### config.mk
export PLATFORM = sky130hd
export DESIGN_NAME = serial_word_buffer
export DESIGN_NICKNAME = d
export VERILOG_FILES = /design/src/rtl/swb_pkg.sv /design/src/rtl/swb_fifo.sv /design/src/rtl/swb_data.sv /design/src/rtl/swb_ctrl.sv /design/src/rtl/serial_word_buffer.sv
export SDC_FILE = /design/constraint.sdc
export NUM_CORES = 1
export LEC_CHECK = 0
export ABC_CLOCK_PERIOD_IN_PS = 5070
export BUFFER_PORTS_ARGS = -buffer_cell sky130_fd_sc_hd__buf_2
export CAP_MARGIN = 20
export CORE_MARGIN = 2
export CORE_UTILIZATION = 46
export CTS_BUF_LIST = sky130_fd_sc_hd__clkbuf_16
export DETAILED_ROUTE_END_ITERATION = 6
export GPL_TIMING_DRIVEN = 0
export PLACE_DENSITY = 0.68
export SYNTH_ARGS = -nofsm -noshare
export SYNTH_HDL_FRONTEND = slang
export SYNTH_SLANG_ARGS = --single-unit
### constraint.sdc
create_clock -name clk -period 5.07 [get_ports clk]
set_clock_uncertainty 0.2 [all_clocks]
set_input_delay 1.521 -clock clk [delete_from_list [all_inputs] [get_ports clk]]
set_output_delay 1.521 -clock clk [all_outputs]
set_load 0.02 [all_outputs]
### src/rtl/swb_pkg.sv
package swb_pkg;
  typedef struct packed {
    logic txPush;
    logic rxPop;
  } swb_strobe_t;

  typedef struct packed {
    logic txFull;
    logic txEmpty;
    logic rxFull;
    logic rxEmpty;
  } swb_level_t;

  localparam logic [1:0] ST_EMPTY = 2'b00;
  localparam logic [1:0] ST_PART  = 2'b10;
  localparam logic [1:0] ST_FULL  = 2'b11;
endpackage

### src/rtl/swb_fifo.sv
module swb_fifo #(
  parameter int WIDTH = 32,
  parameter int DEPTH = 2
) (
  input  logic             clk,
  input  logic             rst,
  input  logic             push,
  input  logic [WIDTH-1:0] pushData,
  input  logic             pop,
  output logic [WIDTH-1:0] popData,
  output logic             full,
  output logic             empty
);
  localparam int PW = (DEPTH > 1) ? $clog2(DEPTH) : 1;
  localparam int CW = $clog2(DEPTH + 1);
  localparam logic [CW-1:0] FULL_CNT = CW'(DEPTH);
  localparam logic [PW-1:0] LAST_PTR = PW'(DEPTH - 1);

  logic [WIDTH-1:0] mem [DEPTH];
  logic [PW-1:0] wrPtr, rdPtr;
  logic [CW-1:0] count;

  assign full    = (count == FULL_CNT);
  assign empty   = (count == '0);
  assign popData = mem[rdPtr];

  always_ff @(posedge clk) begin
    if (rst) begin
      wrPtr <= '0;
      rdPtr <= '0;
      count <= '0;
    end else begin
      if (push) begin
        mem[wrPtr] <= pushData;
        wrPtr <= (wrPtr == LAST_PTR) ? '0 : wrPtr + 1'b1;
      end
      if (pop) rdPtr <= (rdPtr == LAST_PTR) ? '0 : rdPtr + 1'b1;
      if (push && !pop) count <= count + 1'b1;
      else if (pop && !push) count <= count - 1'b1;
    end
  end

  p_no_overflow_r2: assert property (@(posedge clk) disable iff (rst) push |-> (!full || pop));
  p_no_underflow_r3: assert property (@(posedge clk) disable iff (rst) pop |-> !empty);
endmodule

### src/rtl/swb_data.sv
module swb_data
  import swb_pkg::*;
#(
  parameter int WORD_W = 32,
  parameter int DEPTH  = 2
) (
  input  logic              clk,
  input  logic              rst,
  input  logic              cfgEnable,
  input  logic              cfgTxDir,
  input  logic              cfgPack,
  input  swb_strobe_t       stb,
  input  logic [WORD_W-1:0] busWdata,
  output logic [WORD_W-1:0] busRdata,
  input  logic              serStrobe,
  input  logic              serIn,
  output logic              serOut,
  output swb_level_t        level,
  output logic [1:0]        rxState,
  output logic [1:0]        txState
);
  localparam int HALF_W = WORD_W / 2;
  localparam int CNT_W  = $clog2(WORD_W + 1);
  localparam logic [CNT_W-1:0] HALF_LAST = CNT_W'(HALF_W - 1);
  localparam logic [CNT_W-1:0] WORD_LAST = CNT_W'(WORD_W - 1);
  localparam logic [CNT_W-1:0] WORD_CNT  = CNT_W'(WORD_W);

  logic rxActive, txActive;
  assign rxActive = cfgEnable && !cfgTxDir;
  assign txActive = cfgEnable && cfgTxDir;

  // receive side: shifter and half-word packer
  logic [WORD_W-1:0] rxShift, rxNext, rxPushData;
  logic [CNT_W-1:0]  rxCnt;
  logic              rxHigh, rxLastBit, rxWordDone, rxPush;
  logic [HALF_W-1:0] lowHalf;

  assign rxNext     = {rxShift[WORD_W-2:0], serIn};
  assign rxLastBit  = cfgPack ? (rxCnt == HALF_LAST) : (rxCnt == WORD_LAST);
  assign rxWordDone = serStrobe && rxActive && rxLastBit && (!cfgPack || rxHigh);
  assign rxPushData = cfgPack ? {rxNext[HALF_W-1:0], lowHalf} : rxNext;
  assign rxPush     = rxWordDone && !level.rxFull;

  always_ff @(posedge clk) begin
    if (rst) begin
      rxShift <= '0;
      rxCnt   <= '0;
      rxHigh  <= 1'b0;
      lowHalf <= '0;
    end else if (serStrobe && rxActive) begin
      rxShift <= rxNext;
      if (rxLastBit) begin
        rxCnt <= '0;
        if (cfgPack) begin
          rxHigh <= !rxHigh;
          if (!rxHigh) lowHalf <= rxNext[HALF_W-1:0];
        end
      end else begin
        rxCnt <= rxCnt + 1'b1;
      end
    end
  end

  // transmit side: loader and shifter
  logic [WORD_W-1:0] txShift, txHead, txLoad;
  logic [CNT_W-1:0]  txLeft;
  logic              txPop;

  assign txPop  = serStrobe && txActive && (txLeft <= 1) && !level.txEmpty;
  assign txLoad = cfgPack ? {txHead[HALF_W-1:0], txHead[WORD_W-1:HALF_W]} : txHead;
  assign serOut = (txLeft != '0) && txShift[WORD_W-1];

  always_ff @(posedge clk) begin
    if (rst) begin
      txShift <= '0;
      txLeft  <= '0;
    end else if (txPop) begin
      txShift <= txLoad;
      txLeft  <= WORD_CNT;
    end else if (serStrobe && txActive && txLeft != '0) begin
      txShift <= {txShift[WORD_W-2:0], 1'b0};
      txLeft  <= txLeft - 1'b1;
    end
  end

  swb_fifo #(.WIDTH(WORD_W), .DEPTH(DEPTH)) uRxBuf (
    .clk(clk), .rst(rst), .push(rxPush), .pushData(rxPushData),
    .pop(stb.rxPop), .popData(busRdata), .full(level.rxFull), .empty(level.rxEmpty));

  swb_fifo #(.WIDTH(WORD_W), .DEPTH(DEPTH)) uTxBuf (
    .clk(clk), .rst(rst), .push(stb.txPush), .pushData(busWdata),
    .pop(txPop), .popData(txHead), .full(level.txFull), .empty(level.txEmpty));

  assign rxState = level.rxEmpty ? ST_EMPTY : (level.rxFull ? ST_FULL : ST_PART);
  assign txState = level.txEmpty ? ST_EMPTY : (level.txFull ? ST_FULL : ST_PART);

  p_rx_drop_r10: assert property (@(posedge clk) disable iff (rst)
    (rxWordDone && level.rxFull && !stb.rxPop) |=> level.rxFull);
  p_rx_idle_r12: assert property (@(posedge clk) disable iff (rst)
    !rxActive |=> $stable(rxCnt));
  p_tx_idle_r12: assert property (@(posedge clk) disable iff (rst)
    !txActive |=> $stable(txLeft));
  p_state_code_r5: assert property (@(posedge clk) disable iff (rst)
    (rxState != 2'b01) && (txState != 2'b01));
endmodule

### src/rtl/swb_ctrl.sv
module swb_ctrl
  import swb_pkg::*;
(
  input  logic        clk,
  input  logic        rst,
  input  logic        cfgEnable,
  input  logic        cfgTxDir,
  input  logic        cfgDmaEn,
  input  logic        busValid,
  input  logic        busWrite,
  input  swb_level_t  level,
  output swb_strobe_t stb,
  output logic        busReady,
  output logic        rxIrq,
  output logic        txIrq
);
  logic locked, wrongDir, bufOk, irqOn;

  assign wrongDir = (busWrite != cfgTxDir);
  assign bufOk    = busWrite ? !level.txFull : !level.rxEmpty;
  assign busReady = !locked && !wrongDir && bufOk;

  assign stb.txPush = busValid && busReady && busWrite;
  assign stb.rxPop  = busValid && busReady && !busWrite;

  always_ff @(posedge clk) begin
    if (rst) locked <= 1'b0;
    else if (busValid && cfgEnable && wrongDir) locked <= 1'b1;
  end

  assign irqOn = cfgEnable && !cfgDmaEn;
  assign txIrq = irqOn && cfgTxDir && !level.txFull;
  assign rxIrq = irqOn && !cfgTxDir && !level.rxEmpty;

  p_lock_sticky_r4: assert property (@(posedge clk) disable iff (rst) locked |=> locked);
  p_locked_stall_r4: assert property (@(posedge clk) disable iff (rst) locked |-> !busReady);
  p_reset_unlock_r11: assert property (@(posedge clk) rst |=> !locked);
  p_irq_gate_r6: assert property (@(posedge clk) disable iff (rst)
    (rxIrq || txIrq) |-> (cfgEnable && !cfgDmaEn));
  p_irq_excl_r7: assert property (@(posedge clk) disable iff (rst) $onehot0({rxIrq, txIrq}));
endmodule

### src/rtl/serial_word_buffer.sv
module serial_word_buffer
  import swb_pkg::*;
#(
  parameter int WORD_W = 32,
  parameter int DEPTH  = 2
) (
  input  logic              clk,
  input  logic              rst,
  input  logic              cfgEnable,
  input  logic              cfgTxDir,
  input  logic              cfgDmaEn,
  input  logic              cfgPack,
  input  logic              busValid,
  input  logic              busWrite,
  input  logic [WORD_W-1:0] busWdata,
  output logic              busReady,
  output logic [WORD_W-1:0] busRdata,
  input  logic              serStrobe,
  input  logic              serIn,
  output logic              serOut,
  output logic [1:0]        rxState,
  output logic [1:0]        txState,
  output logic              rxIrq,
  output logic              txIrq
);
  swb_strobe_t stb;
  swb_level_t  level;

  swb_ctrl uCtrl (
    .clk(clk), .rst(rst), .cfgEnable(cfgEnable), .cfgTxDir(cfgTxDir),
    .cfgDmaEn(cfgDmaEn), .busValid(busValid), .busWrite(busWrite),
    .level(level), .stb(stb), .busReady(busReady), .rxIrq(rxIrq), .txIrq(txIrq));

  swb_data #(.WORD_W(WORD_W), .DEPTH(DEPTH)) uData (
    .clk(clk), .rst(rst), .cfgEnable(cfgEnable), .cfgTxDir(cfgTxDir),
    .cfgPack(cfgPack), .stb(stb), .busWdata(busWdata), .busRdata(busRdata),
    .serStrobe(serStrobe), .serIn(serIn), .serOut(serOut), .level(level),
    .rxState(rxState), .txState(txState));
endmodule

Yosys cells after proc, flatten, opt, wreduce, memory -nomap -nowiden
Memories as Yosys holds them, arrays and structs flattened. A register that Yosys moved wholly into a read port is not among the register bits. Cells that the tools add are included.

Bits in registers: 101. Bits in writable memories: 128. Input bits: 42. Output and inout port bits: 40. Memories: 2.

Memories: uData.uRxBuf.mem (words 2, width 32, rd ports 1, clocked after memory_dff 1, write ports 1, RTL line swb_fifo.sv:19) `logic [WIDTH-1:0] mem [DEPTH];`; uData.uTxBuf.mem (words 2, width 32, rd ports 1, clocked after memory_dff 1, write ports 1, RTL line swb_fifo.sv:19).

$add $sub $neg: 10. $lt $le $gt $ge: 1. Eq/ne operators: 5. Muxes and demuxes: 31. Bitwise logic cells: 1. Reductions and logical operators: 52.

Operators with widths (count): two-way mux 32 bit (4); logical AND 1 bit (27); two-way mux 1 bit (18); two-way mux 6 bit (3); zero test 1 bit (15); two-way mux 2 bit (6); adder 6 x 1 -> 6 bit, second input constant (1); equality test 6 x 4 -> 1 bit, second input constant (1); equality test 6 x 5 -> 1 bit, second input constant (1); less-or-equal comparator 6 x 1 -> 1 bit, second input constant (1); nonzero test 2 bit (3); nonzero test 6 bit (1); subtractor 6 x 1 -> 6 bit, second input constant (1); adder 1 bit, second input constant (4); adder 2 x 1 -> 2 bit, second input constant (2); equality test 2 bit, second input constant (2); zero test 2 bit (2); AND reduction 4 bit (1); subtractor 2 x 1 -> 2 bit, second input constant (2); AND reduction 3 bit (1); OR reduction 2 bit (1); logical OR 1 bit (1); inequality test 1 bit (1); inverter 1 bit (1).

Depth between registers and ports, before layout
Gate-level depths: netlist of the first run.

Depth after elaboration: 10. Gate-level depth with buffers: 9. Gate-level depth less buffers: 9.

Modules after synthesis
A second synthesis of the first run with hierarchy kept.

Cells, all modules: 710. Area, all modules: 9565.4 um2.

By module, submodules not included: swb_fifo (instances 2, cells each 122, area an instance 2521.2 um2); swb_data (instances 1, cells each 453, area an instance 4421.7 um2); swb_ctrl (instances 1, cells each 13, area an instance 101.3 um2).

Worst setup path after synthesis of the first run
No wires, ideal clock.

Path kind: input-to-reg. Start point: in cfgEnable. End point: mem uData.uRxBuf.mem[0][0] (enable). Setup time: 0.468 ns. Data arrival time: 4.745 ns. Setup slack: -0.344 ns. Stages on the path: 4. Path buffers: 1. Cell sequence: buf_4 nand4b_2 a2111oi_2 nor3b_1.

Word-level cells in the longest chain between the ends: 8.

Ends and longest elaborated chain: start: declaration (RTL line serial_word_buffer.sv:9) `input logic cfgEnable,`; logical AND 1 bit (RTL line swb_data.sv:29) `assign rxActive = cfgEnable && !cfgTxDir;`; logical AND 1 bit (3 in a row) (RTL line swb_data.sv:40) `assign rxWordDone = serStrobe && rxActive && rxLastBit && (!cfgPack || rxHigh);`; logical AND 1 bit (RTL line swb_data.sv:42) `assign rxPush = rxWordDone && !level.rxFull;`; named net uData.rxPush (RTL line swb_data.sv:35) `logic rxHigh, rxLastBit, rxWordDone, rxPush;`; two-way mux 1 bit (RTL line swb_fifo.sv:33) `if (push) begin`; two-way mux 1 bit (RTL line swb_fifo.sv:28) `if (rst) begin`; two-way mux 1 bit (implied by the code) (RTL line swb_fifo.sv:34) `mem[wrPtr] <= pushData;`; end: declaration (RTL line swb_fifo.sv:19).

The timed path passes the listed nets, and every way through them passes these cells.

Final worst setup path of the first run
Start point: in cfgTxDir. End point: out busReady.

Word-level cells in the longest chain between the ends: 4.

Ends and longest elaborated chain: start: declaration (RTL line serial_word_buffer.sv:10) `input logic cfgTxDir,`; inequality test 1 bit (RTL line swb_ctrl.sv:19) `assign wrongDir = (busWrite != cfgTxDir);`; zero test 1 bit (RTL line swb_ctrl.sv:21) `assign busReady = !locked && !wrongDir && bufOk;`; logical AND 1 bit (2 in a row) (RTL line swb_ctrl.sv:21); end: declaration (RTL line serial_word_buffer.sv:16) `output logic busReady,`.

Every way passes these cells.

==> metrics.md, run 1 <==
| Metric | Value |
|---|---|
| First-pass iteration count of the detailed router | `5` |
| Final setup viols | `0` |
| Area contributors post-synth | `edfxtp_1 (38%), dfxtp_1 (21%), mux2_2 (7.2%)` |
| Crit Path Category | `input port to output pin` |
| WL per Instance | `17.1 um` |
| CTS Buffer Depth | `3` |
| Worst slew pin tran | `960 ps` |
| CP max stage cell | `clkbuf_1` |
| Critical path data arrival time | `2420 ps` |
| DR iter-0 viols | `401` |
| Overflow after GRT | `0` |
| NumNets Final | `921` |
| Post-synth cell types | `53` |
| Yosys top cell by area | `edfxtp_1` |
| Critical path endpoint category | `output pin` |
| Setup TNS | `0 ps` |
| Yosys reg bits | `231` |
| Post-route DRC | `0` |
| Yosys top cell area share | `38.3%` |
| Resize count post-CTS | `0` |
| Global-route wire length before repair | `32.5 mm` |
| Synth Cell Area | `10,000 um2` |
| CTS tree | `yes` |
| Clk_lat worst skew | `520 ps` |
| Postcts setup bufs | `0` |
| WL final | `20.0 mm` |
| Commonest non-fill, non-tap cell in the layout | `edfxtp_1` |
| Post-Synth Simple-Gate Area | `12.0%` |
| Worst path bufs/invs | `3` |
| Total Die Area | `23,000 um2` |
| Sequential area share after synthesis | `58.9%` |
| Share of layout cells above drive strength 1 | `30.5%` |
| Die width | `152 um` |
| Commonest cells after routing, fill and taps aside | `edfxtp_1 (128), dfxtp_1 (103), nand2_1 (98), buf_2 (88), mux2_2 (64)` |
| Antenna-violating nets left | `0` |
| Worst Path Required | `3350 ps` |
| Vias per cell | `5.36` |
| Worst VDD drop | `0.000438 V` |
| Final hold viol count | `0` |
| TritonCTS Buffers | `25` |
| Post-synth top flop | `edfxtp_1` |
| IO Pins | `82` |
| Largest stage delay on the critical path | `310 ps` |
| Relative slew slack | `35.9%` |
| I/O Buffers | `79` |
| Xor/xnor share of the synthesized area | `1.49%` |
| Post-Synth Adder-Cell Area | `0.749%` |
| HP Class | `register to register` |
| CP max FO | `10` |
| Inserted Diodes | `0` |
| Post-route insts no fill | `1,172` |
| Largest net degree at the start of global routing | `33` |
| Compound-Gate Fraction of Synth Area | `8.59%` |
| Core ar. | `21,600 um2` |
| Number of global-route vias before repair | `6,270` |
| Sink Count | `231` |
| Crit path top cell by count | `buf_2` |
| YS warnings | `0` |
| RSZ-0062 raised after global routing | `no` |
| Leak | `4.11 nW` |
| Initial antenna violation count | `0` |
| Minimum clock period | `4140 ps` |
| Gr usage total | `18.0%` |
| CP delay by family, top | `buffers and inverters` |
| Largest family of logic cells by synthesized area | `multiplexers` |
| Synth async-reset ratio | `0%` |
| Syn nets | `812` |
| PD cells | `337 nW/um2` |
| GP Congestion | `0.768` |
| Area Overhead vs Synth | `16.3%` |
| CTS Hold Bufs | `0` |
| Fmax | `0.242 GHz` |
| Max-cap viol count | `0` |
| Placed cells | `1,126` |
| Mux share of post-synthesis cell area | `14.4%` |
| Clk root buf | `clkbuf_16` |
| Startpoint class of the critical path | `input port` |
| Clock transition at the registers of the reported paths | `60 ps` |
| Initial Util | `46.4%` |
| Worst path cell trace | `buf_2, clkbuf_1, nor3_1, a31oi_1, nor2_1, buf_2` |
| Row count | `54` |
| Vias | `6,284` |
| Slew Limit Fails | `0` |
| CTS H-tree depth | `1` |
| Die Ht | `152 um` |
| EDFF count, synth | `128` |
| Mapped Cells | `764` |
| Status | `completed` |
| Synthesized area per cell | `13.1 um2` |
| Final Cycle Share | `81.6%` |
| DP HPWL | `13.8 mm` |
## cell families (layout without fill, tap and decap cells)
kind of cell / after synthesis / count (layout)
DFF: 231 / 231
and+or+nand+nor: 222 / 222
AOI/OAI and AO/OA: 103 / 103
muxes: 96 / 96
buffers and inverters: 89 / 217
xor gates and xnor gates: 17 / 17
adders and majority gates: 6 / 6
## cell type report
type,instances,area [um2]
plain buffers,52,246
clock buffers,25,626
clock inverters,21,171
fillers,1833,9960
inverters,37,139
multi-input cells,444,3770
flip-flops and latches,231,5910
well taps,280,350
repair buffers,82,453
## synthesized netlist by cell type, types with 4 or more instances
cell type / n
clkbuf_1: 29
nand2_1: 98
nand2b_1: 34
mux4_2: 31
mux2_2: 64
o221ai_2: 29
xnor2_1: 7
dfxtp_1: 103
inv_1: 37
a211oi_1: 4
nand3b_1: 33
ha_1: 6
edfxtp_1: 128
buf_1: 8
xor2_1: 10
buf_6: 4
nor3_1: 7
nor2_1: 19
buf_2: 9
nand4_1: 5
a21oi_1: 55
## where the power goes
group	switching, mW	total (mW)	leakage [nW]	internal (mW)
registers	0.0106	1.99	2.01	1.98
clock network	0.716	1.76	0.415	1.05
logic	0.103	0.177	1.69	0.0737
## path summary, 6_finish.rpt
path                            startpoint                                 to  slack (ps)  cells after the start
max                               cfgTxDir                           busReady         930                      6
max reg2reg    uData.rxCnt[0]$_SDFFE_PP0N_  uData.uRxBuf.mem[0][19]$_DFFE_PP_        2030                      5
min          uData.lowHalf[8]$_SDFFE_PP0P_      uData.lowHalf[8]$_SDFFE_PP0P_         250                      2
min reg2reg  uData.lowHalf[8]$_SDFFE_PP0P_      uData.lowHalf[8]$_SDFFE_PP0P_         250                      2
## worst register-to-register path: stages, from the launching register on
cell,delay (ps)
dfxtp_1,400
ha_1,220
nand3b_1,240
a2111oi_2,540
nor3b_4,890
buf_16,240
## stage by stage
stage	hold slack (ps)	worst slack (ps)	area, um2	power (mW)	util [%]
global placement	234	-292	10800	2.21	49.9
detailed placement	242	743	10900	2.21	50.2
floorplan	228	784	10000	2.15	-
global route	267	842	11700	4.06	53.9
finish	247	932	11700	3.93	53.9
CTS	250	927	11700	3.97	53.9
## registers in the layout, summed over array words and instances (netlist names), 2 cells and up, named ones only
name and cells:
uData.rxShift 31, uData.lowHalf 16, uData.txShift 32, uData.uTxBuf.mem 64, uData.txLeft 6, uData.uRxBuf.mem 64, uData.uTxBuf.count 2, uData.uRxBuf.count 2
uData.rxCnt 6
## layer usage
layer | vias to the layer above | routed length, um | track usage (%)
met2 | 125 | 10500 | 33.3
met4 | 0 | 393 | 4.54
met1 | 3097 | 8350 | 22.0
met3 | 36 | 793 | 2.69
met5 | - | 0 | 0
li1 | 3026 | - | -
Note: power is estimated with default switching activity, not from simulation.
==> run 2: changes to the inputs <==
- ABC_AREA: default -> 1
- ABC_CLOCK_PERIOD_IN_PS: 5070 -> 4200
- PLACE_DENSITY: 0.68 -> 0.66
- clock period: 5.07 -> 4.2 ns (I/O delays scaled with it)
==> metrics.md, run 2 <==
| Metric | Value |
|---|---|
| Share of layout cells above drive strength 1 | `13.4%` |
| CP max FO | `5` |
| Synth async-reset ratio | `0%` |
| Largest stage delay on the critical path | `240 ps` |
| Post-synth top flop | `edfxtp_1` |
| Commonest cells after routing, fill and taps aside | `nand2_1 (222), nand3_1 (198), inv_1 (143), edfxtp_1 (128), dfxtp_1 (103)` |
| Yosys top cell by area | `edfxtp_1` |
| Worst VDD drop | `0.000314 V` |
| RSZ-0062 raised after global routing | `no` |
| Critical path endpoint category | `output pin` |
| DR iter-0 viols | `579` |
| Min-delay src | `uData.lowHalf[0]$_SDFFE_PP0P_` |
| RR Startpoint | `uData.uRxBuf.count[0]$_SDFFE_PP0P_` |
| Minimum clock period | `3640 ps` |
| Largest net degree at the start of global routing | `33` |
| YS warnings | `0` |
| Area Overhead vs Synth | `16.1%` |
| CP startpoint | `cfgTxDir` |
| Sink Count | `231` |
| NumNets Final | `1,275` |
| Logic pwr share | `7.1%` |
| EDFF count, synth | `128` |
| NetSw | `1.12 mW` |
| DP HPWL | `16.8 mm` |
| Synthesized area per cell | `9.00 um2` |
| Yosys top cell area share | `38.3%` |
| Reg area | `5910 um2` |
| Leak | `5.02 nW` |
| Core ar. | `21,600 um2` |
| Clk root buf | `clkbuf_16` |
| WL per Instance | `15.3 um` |
| I/O Buffers | `79` |
| Final setup viols | `0` |
| Fillers | `2,006` |
| Worst path bufs/invs | `3` |
| Overflow after GRT | `0` |
| Fmax | `0.275 GHz` |
| Vias | `7,852` |
| IO Pins | `82` |
| CTS Hold Bufs | `0` |
| Row count | `54` |
| Total Die Area | `23,000 um2` |
| Final hold viol count | `0` |
| Postcts setup bufs | `0` |
| Worst slew pin tran | `969 ps` |
| Clock transition at the registers of the reported paths | `60 ps` |
| Sequential area share after synthesis | `58.8%` |
| Setup TNS | `0 ps` |
| PD cells | `410 nW/um2` |
| Vias per cell | `5.15` |
| Crit Path Category | `input port to output pin` |
| HP Class | `register to register` |
| Antenna-violating nets left | `0` |
| Commonest non-fill, non-tap cell in the layout | `nand2_1` |
| Inserted Diodes | `0` |
| Initial Util | `46.5%` |
| Final Cycle Share | `86.6%` |
| Worst Path Required | `2740 ps` |
| Clk_lat worst skew | `510 ps` |
| GP Congestion | `0.850` |
| WL final | `23.4 mm` |
| Syn nets | `1,164` |
| Max-cap viol count | `0` |
| Clock share of power | `41.8%` |
| Worst path cell trace | `buf_2, inv_2, nand2_1, nand3b_1, nor2_1, buf_2` |
| Most frequent cell after synthesis | `nand2_1` |
| Post-route DRC | `0` |
| Gr usage total | `20.5%` |
| Internal power | `3.66 mW` |
| Status | `completed` |
| Resize count post-CTS | `0` |
| Yosys reg bits | `231` |
| Synth cell count leaders | `nand2_1 (222), nand3_1 (198), inv_1 (135)` |
| TritonCTS Buffers | `25` |
| CTS Buffer Depth | `3` |
| Number of global-route vias before repair | `7,323` |
| Leading registers by flop count | `uData.uRxBuf.mem: 64 flops, uData.uTxBuf.mem: 64 flops, uData.txShift: 32 flops` |
| Area contributors post-synth | `edfxtp_1 (38%), dfxtp_1 (21%), nand3_1 (9.9%)` |
| Die width | `152 um` |
| Flop pwr share | `51.0%` |
| Crit path top cell by count | `buf_2` |
| Relative slew slack | `35.2%` |
| CTS tree | `yes` |
| Critical path data arrival time | `2180 ps` |
| Switching Fraction | `23.4%` |
| Worst hold margin | `246 ps` |
| CP max stage cell | `nor2_1` |
| Initial antenna violation count | `1` |
| Startpoint class of the critical path | `input port` |
| CTS H-tree depth | `1` |
| Power, Total | `4.78 mW` |
| Synth Cell Area | `10,000 um2` |
| CP delay by family, top | `buffers and inverters` |
| Die Ht | `152 um` |
| Post-synth cell types | `29` |
| First-pass iteration count of the detailed router | `5` |
| Global-route wire length before repair | `37.2 mm` |
| Mapped Cells | `1,116` |
| Multi-input logic area | `3360 um2` |
| Slew Limit Fails | `0` |
## run 2: logic make-up (layout without fill, tap and decap cells)
logic type | count (synthesis) | in the layout | share of synthesized area (%)
mux | 32 | 32 | 3.59
flops | 231 | 231 | 58.8
xor+xnor | 6 | 6 | 0.523
buf+inv | 207 | 335 | 8.06
simple gates | 513 | 513 | 22.3
fa+ha+maj | 6 | 6 | 0.747
compound gates | 121 | 121 | 6.03
## run 2: layout make-up
cell class / count / area share, %
inverters: 144 / 4.63
multi-input cells: 678 / 28.8
clock buffers: 25 / 5.36
plain buffers: 63 / 2.31
repair buffers: 84 / 4.23
well taps: 280 / 3.00
flip-flops and latches: 231 / 50.6
clock inverters: 19 / 0.987
## run 2: worst register-to-register path, stage by stage (launching register included)
cell	delay (ps)
dfxtp_1	390
nor2_1	140
nand2_1	80
nand2_1	40
nor2_1	230
nand3_1	360
nor3_4	860
buf_16	240
## run 2: worst paths after layout
path / to / slack, ps / depth (start not counted)
setup / recovery: busReady / 560 / 6
hold / removal: uData.lowHalf[0]$_SDFFE_PP0P_ / 250 / 2
setup reg to reg: uData.uTxBuf.mem[1][18]$_DFFE_PP_ / 1340 / 7
hold reg to reg: uData.lowHalf[0]$_SDFFE_PP0P_ / 250 / 2
## run 2: power groups by stage
| stage | clock network, mW | registers, mW | logic (mW) |
|---|---|---|---|
| after floorplan | 0 | 2.48 | 0.223 |
| after global placement | 0 | 2.48 | 0.329 |
| after detailed placement | 0 | 2.49 | 0.338 |
| after CTS | 2.03 | 2.44 | 0.340 |
| after global routing | 2.12 | 2.44 | 0.381 |
| final | 2.00 | 2.44 | 0.341 |
## run 2: per-stage QoR
step,area (um2),util (%),instances,setup slack (ps)
finish,11700,53.9,1524,562
global route,11700,53.9,1524,480
CTS,11700,53.9,1524,589
detailed placement,10900,50.5,1480,222
global placement,10800,50.0,1475,-931
floorplan,10100,-,1116,129
## run 2: metal layers
metal  wire length [um]  up-vias  track usage, %
li1                   -     3908               -
met1              10900     3662            29.8
met2              10500      244            32.5
met3               1470       38            2.96
met4                513        0            5.28
met5                  0        -               0
==> run 3: changes to the inputs <==
==> constraint.sdc (replaced) <==
create_clock -name clk -period 4.2 [get_ports clk]
set_clock_uncertainty 0.2 [all_clocks]
set_input_delay 0.63 -clock clk [delete_from_list [all_inputs] [get_ports clk]]
set_output_delay 0.63 -clock clk [all_outputs]
set_load 0.02 [all_outputs]
==> metrics.md, run 3 (synthesized netlist as in run 2, its figures left out) <==
| Metric | Value |
|---|---|
| Fmax | `0.344 GHz` |
| Minimum clock period | `2910 ps` |
| Worst hold margin | `109 ps` |
| Largest net degree at the start of global routing | `33` |
| CTS H-tree depth | `1` |
| Worst Path Required | `4210 ps` |
| Gr usage total | `20.4%` |
| Min-delay src | `busWdata[10]` |
| Commonest cells after routing, fill and taps aside | `nand2_1 (222), nand3_1 (198), inv_1 (144), edfxtp_1 (128), dfxtp_1 (103)` |
| Setup WS pre-CTS | `762 ps` |
| Final Cycle Share | `69.2%` |
| CP startpoint | `rst` |
| Clk_lat worst skew | `510 ps` |
| CTS Hold Bufs | `0` |
| NumNets Final | `1,274` |
| Max-cap viol count | `0` |
| CTS Buffer Depth | `3` |
| Crit Path Category | `input port to register` |
| TritonCTS Buffers | `24` |
| Final setup viols | `0` |
| PD cells | `411 nW/um2` |
| WL final | `23.0 mm` |
| IO Pins | `82` |
| Leading registers by flop count | `uData.uRxBuf.mem: 64 flops, uData.uTxBuf.mem: 64 flops, uData.txShift: 32 flops` |
| Vias | `7,728` |
| RR Startpoint | `uData.rxCnt[1]$_SDFFE_PP0N_` |
| Initial antenna violation count | `2` |
| CTS tree | `yes` |
| Fillers | `1,978` |
| First-pass iteration count of the detailed router | `5` |
| DR iter-0 viols | `580` |
| Number of global-route vias before repair | `7,230` |
| Clock transition at the registers of the reported paths | `60 ps` |
| Clk root buf | `clkbuf_16` |
| Overflow after GRT | `0` |
| Status | `completed` |
| RSZ-0062 raised after global routing | `no` |
| Area post-placement | `10,900 um2` |
| Worst VDD drop | `0.000313 V` |
| WL per Instance | `15.1 um` |
| Startpoint class of the critical path | `input port` |
| Post-route cell area | `11,700 um2` |
| Final worst-path setup slack | `1290 ps` |
| Global-route wire length before repair | `36.7 mm` |
| GP Congestion | `0.864` |
| DP HPWL | `16.4 mm` |
| Final hold viol count | `0` |
| Sink Count | `231` |
| Slew Limit Fails | `0` |
| Leak | `5.03 nW` |
| Critical path endpoint category | `register` |
| Die Ht | `152 um` |
| Area Overhead vs Synth | `16.3%` |
| Postcts setup bufs | `0` |
| Die width | `152 um` |
| Total Die Area | `23,000 um2` |
| CP max FO | `13` |
| Initial Util | `46.5%` |
| Resize count post-CTS | `0` |
| I/O Buffers | `79` |
| Post-route DRC | `0` |
| Share of layout cells above drive strength 1 | `13.6%` |
| Relative slew slack | `42.3%` |
| Antenna-violating nets left | `0` |
| Critical path data arrival time | `2920 ps` |
| Worst slew pin tran | `863 ps` |
| Vias per cell | `5.06` |
| Post-layout util | `54.1%` |
| Core ar. | `21,600 um2` |
| Row count | `54` |
| HP Class | `input port to register` |
| Commonest non-fill, non-tap cell in the layout | `nand2_1` |
[run 3: cell types whose count changed in the layout (fill, tap and decap cells not counted), moves of 2 or more]
cell,change
clkinv_1,-3
clkinv_2,+4
diode_2,+2
inv_2,-2
[run 3: per-stage QoR]
stage | TNS [ps] | instances | power (mW)
finish | 0 | 1526 | 4.81
global route | 0 | 1526 | 4.98
CTS | 0 | 1524 | 4.84
detailed placement | 0 | 1480 | 2.82
global placement | -45960 | 1475 | 2.81
floorplan | 0 | 1116 | 2.70
[run 3: where the power goes]
part,switching (mW),internal (mW),total (mW)
clock,0.834,1.20,2.03
combinational,0.234,0.106,0.341
sequential,0.0228,2.41,2.44
total,1.09,3.72,4.81
[run 3: area by class of cell]
| class | count | area [um2] | area share (%) |
|---|---|---|---|
| Clock buffer | 25 | 626 | 5.35 |
| Inverter | 144 | 541 | 4.63 |
| Clock inverter | 19 | 138 | 1.18 |
| Antenna cell | 2 | 5.00 | 0.0428 |
| Timing Repair Buffer | 84 | 489 | 4.19 |
| Buffer | 63 | 269 | 2.30 |
| Tap cell | 280 | 350 | 3.00 |
| Sequential cell | 231 | 5910 | 50.5 |
| Multi-Input combinational cell | 678 | 3360 | 28.8 |
[run 3: layer usage]
metal | up-vias | track usage [%] | part of all wire [%]
li1 | 3907 | - | -
met1 | 3576 | 29.2 | 47
met2 | 214 | 32.5 | 45
met3 | 31 | 3.08 | 5.6
met4 | 0 | 5.37 | 1.6
met5 | - | 0 | 0
[run 3: final timing paths]
path	end	slack, ps	cells after the start
max	uData.uRxBuf.mem[1][21]$_DFFE_PP_	1290	7
min	uData.uTxBuf.mem[0][10]$_DFFE_PP_	110	1
min reg2reg	uData.lowHalf[6]$_SDFFE_PP0P_	240	2
max reg2reg	uData.uRxBuf.mem[0][19]$_DFFE_PP_	1540	8
[run 3: critical path, cell delays in order]
cell,delay (ps)
clkbuf_1,250
inv_2,220
clkbuf_1,460
nand2_1,220
nor4_4,690
buf_8,240
buf_6,190
